[config.mk]
export PLATFORM = sky130hd
export DESIGN_NAME = tx_key_seq
export DESIGN_NICKNAME = d
export VERILOG_FILES = /design/src/rtl/tx_key_pkg.sv /design/src/rtl/tx_key_sync.sv /design/src/rtl/tx_settle_timer.sv /design/src/rtl/tx_seq_fsm.sv /design/src/rtl/tx_key_seq.sv
export SDC_FILE = /design/constraint.sdc
export NUM_CORES = 1
export LEC_CHECK = 0
export BUFFER_PORTS_ARGS = -buffer_cell sky130_fd_sc_hd__buf_2
export CORE_MARGIN = 2
export CORE_UTILIZATION = 45
export CTS_CLUSTER_DIAMETER = 40
export CTS_CLUSTER_SIZE = 25
export DETAILED_ROUTE_END_ITERATION = 8
export SLEW_MARGIN = 20
export SYNTH_ARGS = -nofsm -noshare
export SYNTH_HDL_FRONTEND = slang
export SYNTH_SLANG_ARGS = --single-unit
[constraint.sdc]
create_clock -name clk -period 2.15 [get_ports clk]
set_input_delay 0.1075 -clock clk [delete_from_list [all_inputs] [get_ports clk]]
set_output_delay 0.1075 -clock clk [all_outputs]
set_load 0.01 [all_outputs]
[src/rtl/tx_key_pkg.sv]
package tx_key_pkg;

    typedef enum logic [2:0] {
        ST_IDLE     = 3'd0,
        ST_SHIFT    = 3'd1,
        ST_WAIT_ACK = 3'd2,
        ST_TX       = 3'd3,
        ST_FALL     = 3'd4
    } seq_state_e;

    typedef struct packed {
        logic osc;
        logic amp;
        logic up;
        logic dn;
    } seq_out_t;

    // Settling cycles from clock rate and window length, never below one.
    function automatic int unsigned settle_cycles(longint unsigned clk_hz,
                                                  longint unsigned win_us);
        longint unsigned c;
        c = (clk_hz * win_us) / 64'd1_000_000;
        if (c == 0) c = 1;
        return int'(c);
    endfunction

    function automatic int unsigned cnt_width(int unsigned n);
        int unsigned w;
        w = $clog2(n + 1);
        return (w < 1) ? 1 : w;
    endfunction

endpackage

[src/rtl/tx_key_sync.sv]
module tx_key_sync #(
    parameter int unsigned STAGES = 2
) (
    input  logic clk,
    input  logic rst,
    input  logic d,
    output logic q
);
    logic [STAGES-1:0] sh_q;

    always_ff @(posedge clk) begin
        if (rst) sh_q <= '0;
        else     sh_q <= {sh_q[STAGES-2:0], d};
    end

    assign q = sh_q[STAGES-1];
endmodule

[src/rtl/tx_settle_timer.sv]
module tx_settle_timer #(
    parameter int unsigned CYCLES = 4,
    parameter int unsigned CNT_W  = 3
) (
    input  logic clk,
    input  logic rst,
    input  logic load,
    input  logic run,
    output logic done
);
    localparam logic [CNT_W-1:0] LOAD_VAL = CNT_W'(CYCLES - 1);

    logic [CNT_W-1:0] cnt_q;

    always_ff @(posedge clk) begin
        if (rst || load)              cnt_q <= LOAD_VAL;
        else if (run && cnt_q != '0)  cnt_q <= cnt_q - 1'b1;
    end

    assign done = (cnt_q == '0);

    // the window counter never leaves its loaded range
    assert_cnt_range_R3: assert property (@(posedge clk) disable iff (rst)
        cnt_q <= LOAD_VAL);

    // once started, the count moves down by exactly one per cycle
    assert_cnt_step_R3: assert property (@(posedge clk) disable iff (rst)
        (run && !load && cnt_q != '0) |=> (cnt_q == $past(cnt_q) - 1'b1));
endmodule

[src/rtl/tx_seq_fsm.sv]
module tx_seq_fsm
    import tx_key_pkg::*;
(
    input  logic     clk,
    input  logic     rst,
    input  logic     key_s,
    input  logic     ack_s,
    input  logic     ramp_done,
    input  logic     settle_done,
    output logic     timer_load,
    output logic     timer_run,
    output seq_out_t outs
);
    seq_state_e state_q, state_d;
    logic       up_q, dn_q;

    always_comb begin
        state_d = state_q;
        unique case (state_q)
            ST_IDLE:     if (key_s) state_d = ST_SHIFT;
            ST_SHIFT: begin
                if (!key_s)           state_d = ST_IDLE;
                else if (settle_done) state_d = ST_WAIT_ACK;
            end
            ST_WAIT_ACK: begin
                if (!key_s)     state_d = ST_IDLE;
                else if (ack_s) state_d = ST_TX;
            end
            ST_TX:       if (!key_s) state_d = ST_FALL;
            ST_FALL:     if (ramp_done) state_d = ST_IDLE;
            default:     state_d = ST_IDLE;
        endcase
    end

    always_ff @(posedge clk) begin
        if (rst) begin
            state_q <= ST_IDLE;
            up_q    <= 1'b0;
            dn_q    <= 1'b0;
        end else begin
            state_q <= state_d;
            up_q    <= (state_d == ST_TX)   && (state_q != ST_TX);
            dn_q    <= (state_d == ST_FALL) && (state_q != ST_FALL);
        end
    end

    assign timer_load = (state_q == ST_IDLE);
    assign timer_run  = (state_q == ST_SHIFT);

    always_comb begin
        outs.osc = (state_q != ST_IDLE);
        outs.amp = (state_q == ST_WAIT_ACK) || (state_q == ST_TX) ||
                   (state_q == ST_FALL);
        outs.up  = up_q;
        outs.dn  = dn_q;
    end

    // amplifier key only with oscillators shifted
    assert_amp_needs_osc_R11: assert property (@(posedge clk) disable iff (rst)
        outs.amp |-> outs.osc);

    // ramp strobes mutually exclusive
    assert_strobe_excl_R11: assert property (@(posedge clk) disable iff (rst)
        $onehot0({outs.up, outs.dn}));

    // key-out never rises in the same cycle the oscillators are commanded
    assert_shift_first_R2: assert property (@(posedge clk) disable iff (rst)
        $rose(outs.amp) |-> $past(outs.osc));

    // ramp-up strobe lasts one cycle and only with the amplifier keyed
    assert_up_pulse_R4: assert property (@(posedge clk) disable iff (rst)
        outs.up |-> (outs.amp && key_s) ##1 !outs.up);

    // ramp-down strobe lasts one cycle
    assert_dn_pulse_R6: assert property (@(posedge clk) disable iff (rst)
        outs.dn |=> !outs.dn);

    // leaving ramp-down needs ramp_done
    assert_fall_exit_R7: assert property (@(posedge clk) disable iff (rst)
        ($past(state_q) == ST_FALL && $fell(outs.osc)) |-> $past(ramp_done));
endmodule

[src/rtl/tx_key_seq.sv]
module tx_key_seq
    import tx_key_pkg::*;
#(
    parameter longint unsigned CLK_HZ      = 125_000_000,
    parameter longint unsigned SETTLE_US   = 250,
    parameter int unsigned     SYNC_STAGES = 2
) (
    input  logic clk,
    input  logic rst,
    input  logic key_raw,
    input  logic amp_ack_raw,
    input  logic ramp_done,
    output logic osc_tx,
    output logic amp_key,
    output logic ramp_up,
    output logic ramp_down
);
    localparam int unsigned SETTLE_CYC = settle_cycles(CLK_HZ, SETTLE_US);
    localparam int unsigned CNT_W      = cnt_width(SETTLE_CYC);
    localparam int unsigned N_ASYNC    = 2;

    logic [N_ASYNC-1:0] raw_v, sync_v;
    logic     timer_load, timer_run, settle_done;
    seq_out_t outs;

    assign raw_v = {amp_ack_raw, key_raw};

    for (genvar g = 0; g < N_ASYNC; g++) begin : g_sync
        tx_key_sync #(.STAGES(SYNC_STAGES)) sync_i (
            .clk (clk),
            .rst (rst),
            .d   (raw_v[g]),
            .q   (sync_v[g])
        );
    end

    tx_settle_timer #(.CYCLES(SETTLE_CYC), .CNT_W(CNT_W)) timer_i (
        .clk  (clk),
        .rst  (rst),
        .load (timer_load),
        .run  (timer_run),
        .done (settle_done)
    );

    tx_seq_fsm fsm_i (
        .clk         (clk),
        .rst         (rst),
        .key_s       (sync_v[0]),
        .ack_s       (sync_v[1]),
        .ramp_done   (ramp_done),
        .settle_done (settle_done),
        .timer_load  (timer_load),
        .timer_run   (timer_run),
        .outs        (outs)
    );

    assign osc_tx    = outs.osc;
    assign amp_key   = outs.amp;
    assign ramp_up   = outs.up;
    assign ramp_down = outs.dn;
endmodule

==> impl_metrics.env, run 1 <==
export IMPL_synth_seq_cells=24
export IMPL_avgSynthCellArea_sq_um=9.35
export IMPL_syn_inst=124
export IMPL_multi_input_area_sq_um=633
export IMPL_layout_min_cycle_time_ns=1.96
export IMPL_ff_latch_area_sq_um=480
export IMPL_cp_endpoint="timer_i.cnt_q[5]"
export IMPL_numCtsBuffers=3
export IMPL_status="completed"
export IMPL_htreeDepth=1
export IMPL_synth_distinct_cells=43
export IMPL_first_pass_iters=4
export IMPL_crit_start="timer_i.cnt_q[0]"
export IMPL_hold_viol=0
export IMPL_finClkSkew_ns=0.00772
export IMPL_seq_area_frac_synth=0.414
export IMPL_route_vias_total=971
export IMPL_overflow=0
export IMPL_reg2reg_depth=6
export IMPL_synthArstFlopShare=0
export IMPL_pwr_share_comb=0.024
export IMPL_drc=0
export IMPL_gp_congestion=0.793
export IMPL_internal_power_uw=647
export IMPL_syn_area_sq_um=1160
export IMPL_wl_um=2290
export IMPL_antenna_found_initial=0
export IMPL_tightest_slew_ns=0.520
export IMPL_die_area_sq_um=3000
export IMPL_cp_end_kind="register"
export IMPL_ios=9
export IMPL_grt_max_degree=15
export IMPL_fill_cells=252
export IMPL_final_cell_mix="dfxtp_1, nor2_1, o21ai_0, buf_2, a21oi_1"
export IMPL_slew_violations=0
export IMPL_grt_pass1_wl_um=3770
export IMPL_worstPathMaxFanout=10
export IMPL_synthesis_nets=131
export IMPL_clock_sinks=24
export IMPL_worstHoldPathType="primary input to register"
export IMPL_p_per_area_nw_per_um2=622
export IMPL_cap_viol_max_count=0
export IMPL_layout_commonest_cell="dfxtp_1"
export IMPL_rsz0062_at_grt="false"
export IMPL_die_h_um=54.8
export IMPL_drive_above_1_share=0.158
export IMPL_start_util=0.472
export IMPL_post_cts_buffers=0
export IMPL_synthFlopType="dfxtp_1"
export IMPL_p_sw_frac=0.186
export IMPL_p_sw_uw=148
export IMPL_cp_required_ns=2.40
export IMPL_period_share=0.913
export IMPL_cts_path_max_buffers=2
export IMPL_clkPwrFrac=0.408
export IMPL_die_width_um=54.8
export IMPL_grt_util_all_layers=0.172
export IMPL_r2r_setup_slack_ns=0.19
export IMPL_grt_pass1_vias=870
export IMPL_vias_per_cell=5.96
export IMPL_yosys_warnings=0
export IMPL_regToRegEndpoint="timer_i.cnt_q[5]"
export IMPL_wl_per_cell_um=14.0
export IMPL_cts_tree="done"
export IMPL_path_class="register to register"
export IMPL_seqPwrFrac=0.568
export IMPL_area_growth_pct=10.0
export IMPL_rows=18
export IMPL_worstPathArrival_ns=2.21
export IMPL_tns_ns=0
export IMPL_port_buffers=8
export IMPL_insertedDiodeCount=0
export IMPL_p_leak_uw=0.000418
export IMPL_clk_insertion_delay_late_ns=0.31
export IMPL_placed_cell_area_sq_um=1210
export IMPL_final_antenna_net_count=0
export IMPL_clkSlewWorstSetupHoldPaths_ns=0.14
export IMPL_relSlewSlack=0.651
export IMPL_final_nets=141
export IMPL_dp_hpwl_um=1670
export IMPL_startpoint_type="register"
export IMPL_core_area_sq_um=2450
export IMPL_worstReg2RegStart="timer_i.cnt_q[0]"
export IMPL_max_freq_mhz=509
export IMPL_fin_area_sq_um=1280
export IMPL_setup_viol_count_final=0
export IMPL_drtIter0Drc=9
export IMPL_synth_edf_count=0
export IMPL_peakVddDrop_mv=0.391
export IMPL_clock_tree_root_cell="clkbuf_4"
[synth_stat cells (2+ instances only)]
| cell type | number | area [sq um] |
|---|---|---|
| nand3_1 | 4 | 20.0 |
| o21ai_0 | 8 | 40.0 |
| nor2_1 | 8 | 30.0 |
| a21oi_1 | 7 | 35.0 |
| nor4_4 | 2 | 42.5 |
| nand2_1 | 4 | 15.0 |
| or3_1 | 6 | 37.5 |
| or4_1 | 2 | 15.0 |
| buf_4 | 2 | 15.0 |
| nand4_1 | 3 | 18.8 |
| nor3_1 | 5 | 25.0 |
| ha_1 | 2 | 25.0 |
| nor2b_1 | 5 | 31.3 |
| dfxtp_1 | 24 | 480 |
| o31ai_1 | 2 | 15.0 |
| inv_1 | 6 | 22.5 |
| o21a_1 | 3 | 22.5 |
| and4_1 | 4 | 35.0 |
| a31oi_1 | 3 | 18.8 |
[cell type report]
cell class / instances / share of cell area
multi-input cells: 90 / 0.496
flip-flops and latches: 24 / 0.376
repair buffers: 9 / 0.0392
well taps: 30 / 0.0294
clock inverters: 1 / 0.0235
clock buffers: 3 / 0.0176
inverters: 6 / 0.0176
[power by group through the flow]
stage | clock, uW | sequential, uW | combinational (uW)
detailed placement | 0 | 461 | 17.7
global placement | 0 | 461 | 17.2
finish | 324 | 451 | 19.1
floorplan | 0 | 459 | 11.6
global route | 347 | 452 | 21.2
CTS | 335 | 451 | 19.2
[metal layers]
| metal | wire length [um] | up-vias | track usage |
|---|---|---|---|
| met5 | 0 | - | 0 |
| met4 | 13 | 0 | 0.0625 |
| met3 | 38 | 2 | 0.0246 |
| met2 | 1070 | 11 | 0.280 |
| met1 | 1160 | 467 | 0.229 |
| li1 | - | 491 | - |
[cell families after synthesis]
group	share of synthesized area
adders and majority gates	0.0216
and+or+nand+nor	0.326
AOI/OAI and AO/OA	0.186
DFF	0.414
xor gates and xnor gates	0.00755
buffers and inverters	0.0453
[worst min path at each step]
| stage | startpoint | end | slack, ns | cells past startpoint |
|---|---|---|---|---|
| floorplan | rst | g_sync[0].sync_i.sh_q[0] | 0.18 | 1 |
| global placement | key_raw | g_sync[0].sync_i.sh_q[0] | 0.32 | 2 |
| detailed placement | amp_ack_raw | g_sync[1].sync_i.sh_q[0] | 0.32 | 2 |
| CTS | key_raw | g_sync[0].sync_i.sh_q[0] | 0.009 | 2 |
| global route | key_raw | g_sync[0].sync_i.sh_q[0] | 0.01 | 2 |
| finish | key_raw | g_sync[0].sync_i.sh_q[0] | 0.01 | 2 |
[what timing repair did]
| item | 4_1_cts | 5_1_grt |
|---|---|---|
| gates resized for setup | 0 | 1 |
| hold buffers | 1 | 0 |
| setup endpoints to repair | 0 | 4 |
| hold endpoints to repair | 1 | 0 |
[sequential cells by signal (all words and copies together), names as in the netlist]
signal              cells
fsm_i.state_q           3
fsm_i.dn_q              1
timer_i.cnt_q          15
g_sync.sync_i.sh_q      4
fsm_i.up_q              1
[critical path: stages (launching register included)]
cell,delay (ns)
dfxtp_1,0.47
inv_1,0.11
ha_1,0.22
nor4b_2,0.18
and4_1,0.28
or4_1,0.49
a21oi_1,0.14
[through the flow]
step	hold WS, ns	power [uW]	worst slack, ns	utilization	std cells
floorplan	0.179	471	0.347	-	124
global placement	0.319	478	0.311	0.492	158
detailed placement	0.324	478	0.207	0.492	158
CTS	0.00881	806	0.149	0.517	163
global route	0.0147	820	0.0432	0.520	163
finish	0.0149	794	0.187	0.520	163
Note: power is estimated with default switching activity, not from simulation.
==> run 2: changes to the inputs <==
- ABC_AREA: default -> 1
==> impl_metrics.env, run 2 <==
export IMPL_p_sw_frac=0.193
export IMPL_hold_viol=0
export IMPL_layout_core_utilization=0.504
export IMPL_grt_max_degree=15
export IMPL_grt_pass1_vias=1150
export IMPL_wl_per_cell_um=10.8
export IMPL_layout_min_cycle_time_ns=1.62
export IMPL_layout_commonest_cell="nand2_1"
export IMPL_ff_latch_area_sq_um=480
export IMPL_seqPwrFrac=0.561
export IMPL_final_nets=228
export IMPL_core_area_sq_um=2980
export IMPL_cp_end_kind="register"
export IMPL_cp_common_cell="nand2_1"
export IMPL_p_sw_uw=155
export IMPL_synthArstFlopShare=0
export IMPL_setup_ws_ns=0.534
export IMPL_synth_common_cells="nand2_1, nor2_1, dfxtp_1"
export IMPL_tns_ns=0
export IMPL_rsz0062_at_grt="false"
export IMPL_drtIter0Drc=33
export IMPL_cap_viol_max_count=0
export IMPL_p_leak_uw=0.000670
export IMPL_path_cells="inv_1, ha_1, inv_1, nor3_1, nand2_1, nand2_1, nand2_1, nand2_1, nand3_1"
export IMPL_area_growth_pct=9.00
export IMPL_seq_area_frac_synth=0.349
export IMPL_grt_pass1_wl_um=4830
export IMPL_ios=9
export IMPL_largest_register_ffs=15
export IMPL_worst_path_max_delay_cell="dfxtp_1"
export IMPL_rows=20
export IMPL_die_area_sq_um=3520
export IMPL_worstPathMaxFanout=6
export IMPL_topRoutingLayerUsed="met4"
export IMPL_multi_input_area_sq_um=768
export IMPL_final_antenna_net_count=0
export IMPL_period_share=0.752
export IMPL_yosys_warnings=0
export IMPL_syn_inst=209
export IMPL_dp_hpwl_um=2170
export IMPL_port_buffers=8
export IMPL_htreeDepth=1
export IMPL_synth_edf_count=0
export IMPL_place_inst=247
export IMPL_synth_seq_cells=24
export IMPL_syn_area_sq_um=1380
export IMPL_fin_area_sq_um=1500
export IMPL_wl_met3_um=123
export IMPL_drive_above_1_share=0.136
export IMPL_max_flop_register="timer_i.cnt_q"
export IMPL_clkSlewWorstSetupHoldPaths_ns=0.14
export IMPL_cp_required_ns=2.36
export IMPL_slew_violations=0
export IMPL_placed_cell_area_sq_um=1430
export IMPL_setup_viol_count_final=0
export IMPL_vias_per_cell=4.90
export IMPL_clock_tree_root_cell="clkbuf_4"
export IMPL_worstPathArrival_ns=1.83
export IMPL_synthFlopType="dfxtp_1"
export IMPL_pwr_share_comb=0.038
export IMPL_m1WireLength_um=1430
export IMPL_cts_path_max_buffers=2
export IMPL_synthesis_nets=216
export IMPL_place_ws_ns=0.564
export IMPL_path_class="register to register"
export IMPL_die_width_um=59.3
export IMPL_clock_sinks=24
export IMPL_reg_top3="timer_i.cnt_q x15, g_sync.sync_i.sh_q x4, fsm_i.state_q x3"
export IMPL_finClkSkew_ns=0.0144
export IMPL_status="completed"
export IMPL_synthMostInstantiatedCell="nand2_1"
export IMPL_avgSynthCellArea_sq_um=6.59
export IMPL_gp_congestion=0.877
export IMPL_insertedDiodeCount=0
export IMPL_route_vias_total=1240
export IMPL_internal_power_uw=649
export IMPL_numCtsBuffers=3
export IMPL_worstHoldPathType="primary input to register"
export IMPL_wl_met2_um=1150
export IMPL_peakVddDrop_mv=0.327
export IMPL_synth_largest_area_cell="dfxtp_1"
export IMPL_grt_util_all_layers=0.178
export IMPL_die_h_um=59.3
export IMPL_cts_tree="done"
export IMPL_overflow=0
export IMPL_clk_insertion_delay_late_ns=0.32
export IMPL_layout_cells_non_filler=253
export IMPL_tightest_slew_ns=0.393
export IMPL_first_pass_iters=4
export IMPL_startpoint_type="register"
export IMPL_antenna_found_initial=0
export IMPL_synth_distinct_cells=24
export IMPL_start_util=0.462
export IMPL_cp_slowest_stage_delay_ns=0.35
export IMPL_yosys_area_top_type_share=0.349
export IMPL_synth_area_leaders="dfxtp_1, nand2_1, nor2_1"
export IMPL_p_per_area_nw_per_um2=536
export IMPL_max_freq_mhz=619
export IMPL_post_cts_buffers=0
export IMPL_relSlewSlack=0.737
export IMPL_wl_um=2730
export IMPL_clkPwrFrac=0.401
export IMPL_final_cell_mix="nand2_1, nor2_1, dfxtp_1"
export IMPL_drc=0
export IMPL_fill_cells=322
-- run 2: cell types whose count changed after synthesis, sizes merged, moves of 3 or more --
| cell | change |
|---|---|
| a21oi | +3 |
| a31oi | -3 |
| and4 | -4 |
| inv | +20 |
| nand2 | +62 |
| nand3 | +18 |
| nor2 | +32 |
| nor2b | -5 |
| nor4 | -3 |
| o21a | -3 |
| o21ai | -7 |
| or3 | -6 |
| xor2 | +4 |
-- run 2: critical path: cells and delay by family (launching register included) --
kind	cells	cell delay, ns
flops	1	0.35
simple gates	6	0.62
buf+inv	2	0.24
fa+ha+maj	1	0.29
-- run 2: repair_timing --
item	4_1_cts	5_1_grt
resized for setup	0	0
hold endpoints to repair	2	0
hold buffers	2	0
-- run 2: area by class of cell --
class | count | share of cell area
Clock buffer | 3 | 0.0150
Tap cell | 33 | 0.0275
Sequential cell | 24 | 0.320
Multi-Input combinational cell | 156 | 0.512
Inverter | 26 | 0.0651
Timing Repair Buffer | 10 | 0.0400
Clock inverter | 1 | 0.0200
-- run 2: routing by layer --
| layer | GRT usage | vias to the layer above |
|---|---|---|
| met1 | 0.243 | 545 |
| met5 | 0 | - |
| met2 | 0.281 | 24 |
| met3 | 0.0524 | 2 |
| li1 | - | 669 |
| met4 | 0.0292 | 0 |
-- run 2: power by group through the flow --
stage	combinational (uW)	clock, uW	sequential, uW
floorplan	22.8	0	460
global placement	27.4	0	461
detailed placement	28.2	0	461
CTS	31.1	333	451
global route	34.5	356	452
finish	30.7	323	451
-- run 2: path summary, 6_finish.rpt --
kind	startpoint	end	slack [ns]	cells past startpoint
max	timer_i.cnt_q[0]	timer_i.cnt_q[12]	0.53	9
min	ramp_done	fsm_i.state_q[2]	0.06	3
max reg2reg	timer_i.cnt_q[0]	timer_i.cnt_q[12]	0.53	9
min reg2reg	g_sync[1].sync_i.sh_q[0]	g_sync[1].sync_i.sh_q[1]	0.41	2
-- run 2: logic make-up (layout without fill, tap and decap cells) --
| kind of cell | Yosys count | in the layout | share of synthesized area |
|---|---|---|---|
| flip-flops | 24 | 24 | 0.349 |
| XOR/XNOR | 5 | 5 | 0.0318 |
| buffers and inverters | 29 | 40 | 0.0927 |
| AO/OA/AOI/OAI | 12 | 12 | 0.0518 |
| adder cells (fa/ha/maj) | 2 | 2 | 0.0182 |
| AND/OR/NAND/NOR | 137 | 137 | 0.456 |
-- run 2: stage by stage --
stage / hold slack (ns) / power (uW)
global route: 0.0572 / 843
floorplan: 0.214 / 483
global placement: 0.308 / 488
CTS: 0.0520 / 815
finish: 0.0642 / 804
detailed placement: 0.315 / 489
==> run 3: changes to the inputs <==
- clock period: 2.15 -> 1.6 ns (I/O delays scaled with it)
==> impl_metrics.env, run 3 (same netlist as run 2, synthesis figures left out) <==
export IMPL_p_leak_uw=0.000679
export IMPL_rows=20
export IMPL_clkSlewWorstSetupHoldPaths_ns=0.14
export IMPL_die_width_um=59.3
export IMPL_cp_endpoint="timer_i.cnt_q[14]"
export IMPL_drtIter0Drc=42
export IMPL_layout_commonest_cell="nand2_1"
export IMPL_port_buffers=8
export IMPL_worstPathMaxFanout=14
export IMPL_ios=9
export IMPL_rsz0062_at_grt="false"
export IMPL_final_cell_mix="nand2_1, nor2_1, dfxtp_1"
export IMPL_post_cts_buffers=0
export IMPL_dp_hpwl_um=2150
export IMPL_layout_cells_non_filler=255
export IMPL_worstPathArrival_ns=1.61
export IMPL_cp_required_ns=1.80
export IMPL_grt_pass1_wl_um=4860
export IMPL_tightest_slew_ns=0.306
export IMPL_tns_ns=0
export IMPL_clk_insertion_delay_late_ns=0.32
export IMPL_wl_per_cell_um=10.8
export IMPL_path_class="register to register"
export IMPL_final_antenna_net_count=0
export IMPL_relSlewSlack=0.796
export IMPL_hold_depth=3
export IMPL_max_flop_register="timer_i.cnt_q"
export IMPL_worst_path_max_delay_cell="dfxtp_1"
export IMPL_slew_violations=0
export IMPL_crit_cells=8
export IMPL_worstReg2RegStart="timer_i.cnt_q[0]"
export IMPL_largest_register_ffs=15
export IMPL_hold_viol=0
export IMPL_path_cells="inv_2, ha_2, nand3_1, nor2_2, a21oi_4, buf_12, nand2_1, nand3_1"
export IMPL_drc=0
export IMPL_finClkSkew_ns=0.00898
export IMPL_area_growth_pct=10.4
export IMPL_die_area_sq_um=3520
export IMPL_wl_um=2760
export IMPL_clock_tree_root_cell="clkbuf_4"
export IMPL_grt_pass1_vias=1173
export IMPL_grt_util_all_layers=0.182
export IMPL_worstHoldPathType="primary input to register"
export IMPL_final_nets=230
export IMPL_period_share=0.879
export IMPL_max_freq_mhz=711
export IMPL_first_pass_iters=4
export IMPL_core_area_sq_um=2980
export IMPL_cts_tree="done"
export IMPL_path_buf_inv=2
export IMPL_gp_congestion=0.893
export IMPL_route_vias_total=1283
export IMPL_vias_per_cell=5.03
export IMPL_start_util=0.462
export IMPL_clock_sinks=24
export IMPL_regToRegEndpoint="timer_i.cnt_q[14]"
export IMPL_drive_above_1_share=0.158
export IMPL_status="completed"
export IMPL_setup_viol_count_final=0
export IMPL_cap_viol_max_count=0
export IMPL_numCtsBuffers=3
export IMPL_r2r_setup_slack_ns=0.19
export IMPL_critical_path_top_delay_family="simple AND/OR/NAND/NOR gates"
export IMPL_grt_max_degree=15
export IMPL_place_inst=249
export IMPL_insertedDiodeCount=0
export IMPL_reg2reg_depth=8
export IMPL_peakVddDrop_mv=0.354
export IMPL_layout_min_cycle_time_ns=1.41
export IMPL_cp_end_kind="register"
export IMPL_cp_common_cell="nand3_1"
export IMPL_cts_path_max_buffers=2
export IMPL_htreeDepth=1
export IMPL_startpoint_type="register"
export IMPL_antenna_found_initial=0
export IMPL_overflow=0
export IMPL_reg_top3="timer_i.cnt_q x15, g_sync.sync_i.sh_q x4, fsm_i.state_q x3"
export IMPL_cp_slowest_stage_delay_ns=0.36
export IMPL_die_h_um=59.3
export IMPL_crit_start="timer_i.cnt_q[0]"
export IMPL_p_per_area_nw_per_um2=641
export IMPL_layout_core_utilization=0.510
-- run 3: final cells by class --
type,count,area [sq um]
Clock buffer,4,36.3
Sequential cell,24,480
Tap cell,33,41.3
Fill cell,296,1460
Inverter,26,97.6
Multi-Input combinational cell,156,776
Timing Repair Buffer,12,87.6
-- run 3: metal layers --
| metal | GRT usage | wire (um) | up-vias |
|---|---|---|---|
| li1 | - | - | 677 |
| met1 | 0.242 | 1350 | 565 |
| met2 | 0.289 | 1210 | 36 |
| met3 | 0.0328 | 155 | 5 |
| met4 | 0.0747 | 49 | 0 |
| met5 | 0 | 0 | - |
-- run 3: tightest hold or removal path, delay by kind of cell --
kind	cells	cell delay, ns
AND/OR/NAND/NOR	1	0.09
buffers and inverters	1	0.07
AO/OA/AOI/OAI	1	0.06
-- run 3: through the flow --
stage	hold WS, ns	power (uW)	worst slack, ns	instance area [sq um]
detailed placement	0.287	660	0.149	1460
finish	0.0251	974	0.193	1520
floorplan	0.187	649	0.200	1380
CTS	0.0167	987	0.117	1510
global route	0.0211	1020	0.0346	1520
global placement	0.281	659	0.206	1460
-- run 3: how the worst min path moves through the flow --
stage,start,endpoint,slack (ns)
after detailed placement,amp_ack_raw,g_sync[1].sync_i.sh_q[0],0.29
after floorplan,key_raw,g_sync[0].sync_i.sh_q[0],0.19
after CTS,ramp_done,fsm_i.state_q[2],0.02
after global placement,amp_ack_raw,g_sync[1].sync_i.sh_q[0],0.28
after global routing,ramp_done,fsm_i.state_q[2],0.02
final,ramp_done,fsm_i.state_q[2],0.03
-- run 3: power by group --
group / leakage [uW] / switching, uW / internal (uW)
logic: 0.000463 / 25.6 / 18.3
registers: 0.000195 / 2.69 / 603
clock network: 0.0000210 / 185 / 139
-- run 3: timing repair --
item                                   4_1_cts  5_1_grt
hold buffers                                 2        0
resized for setup                            0        3
setup endpoints to repair                    0        7
endpoints found under the hold margin        2        0
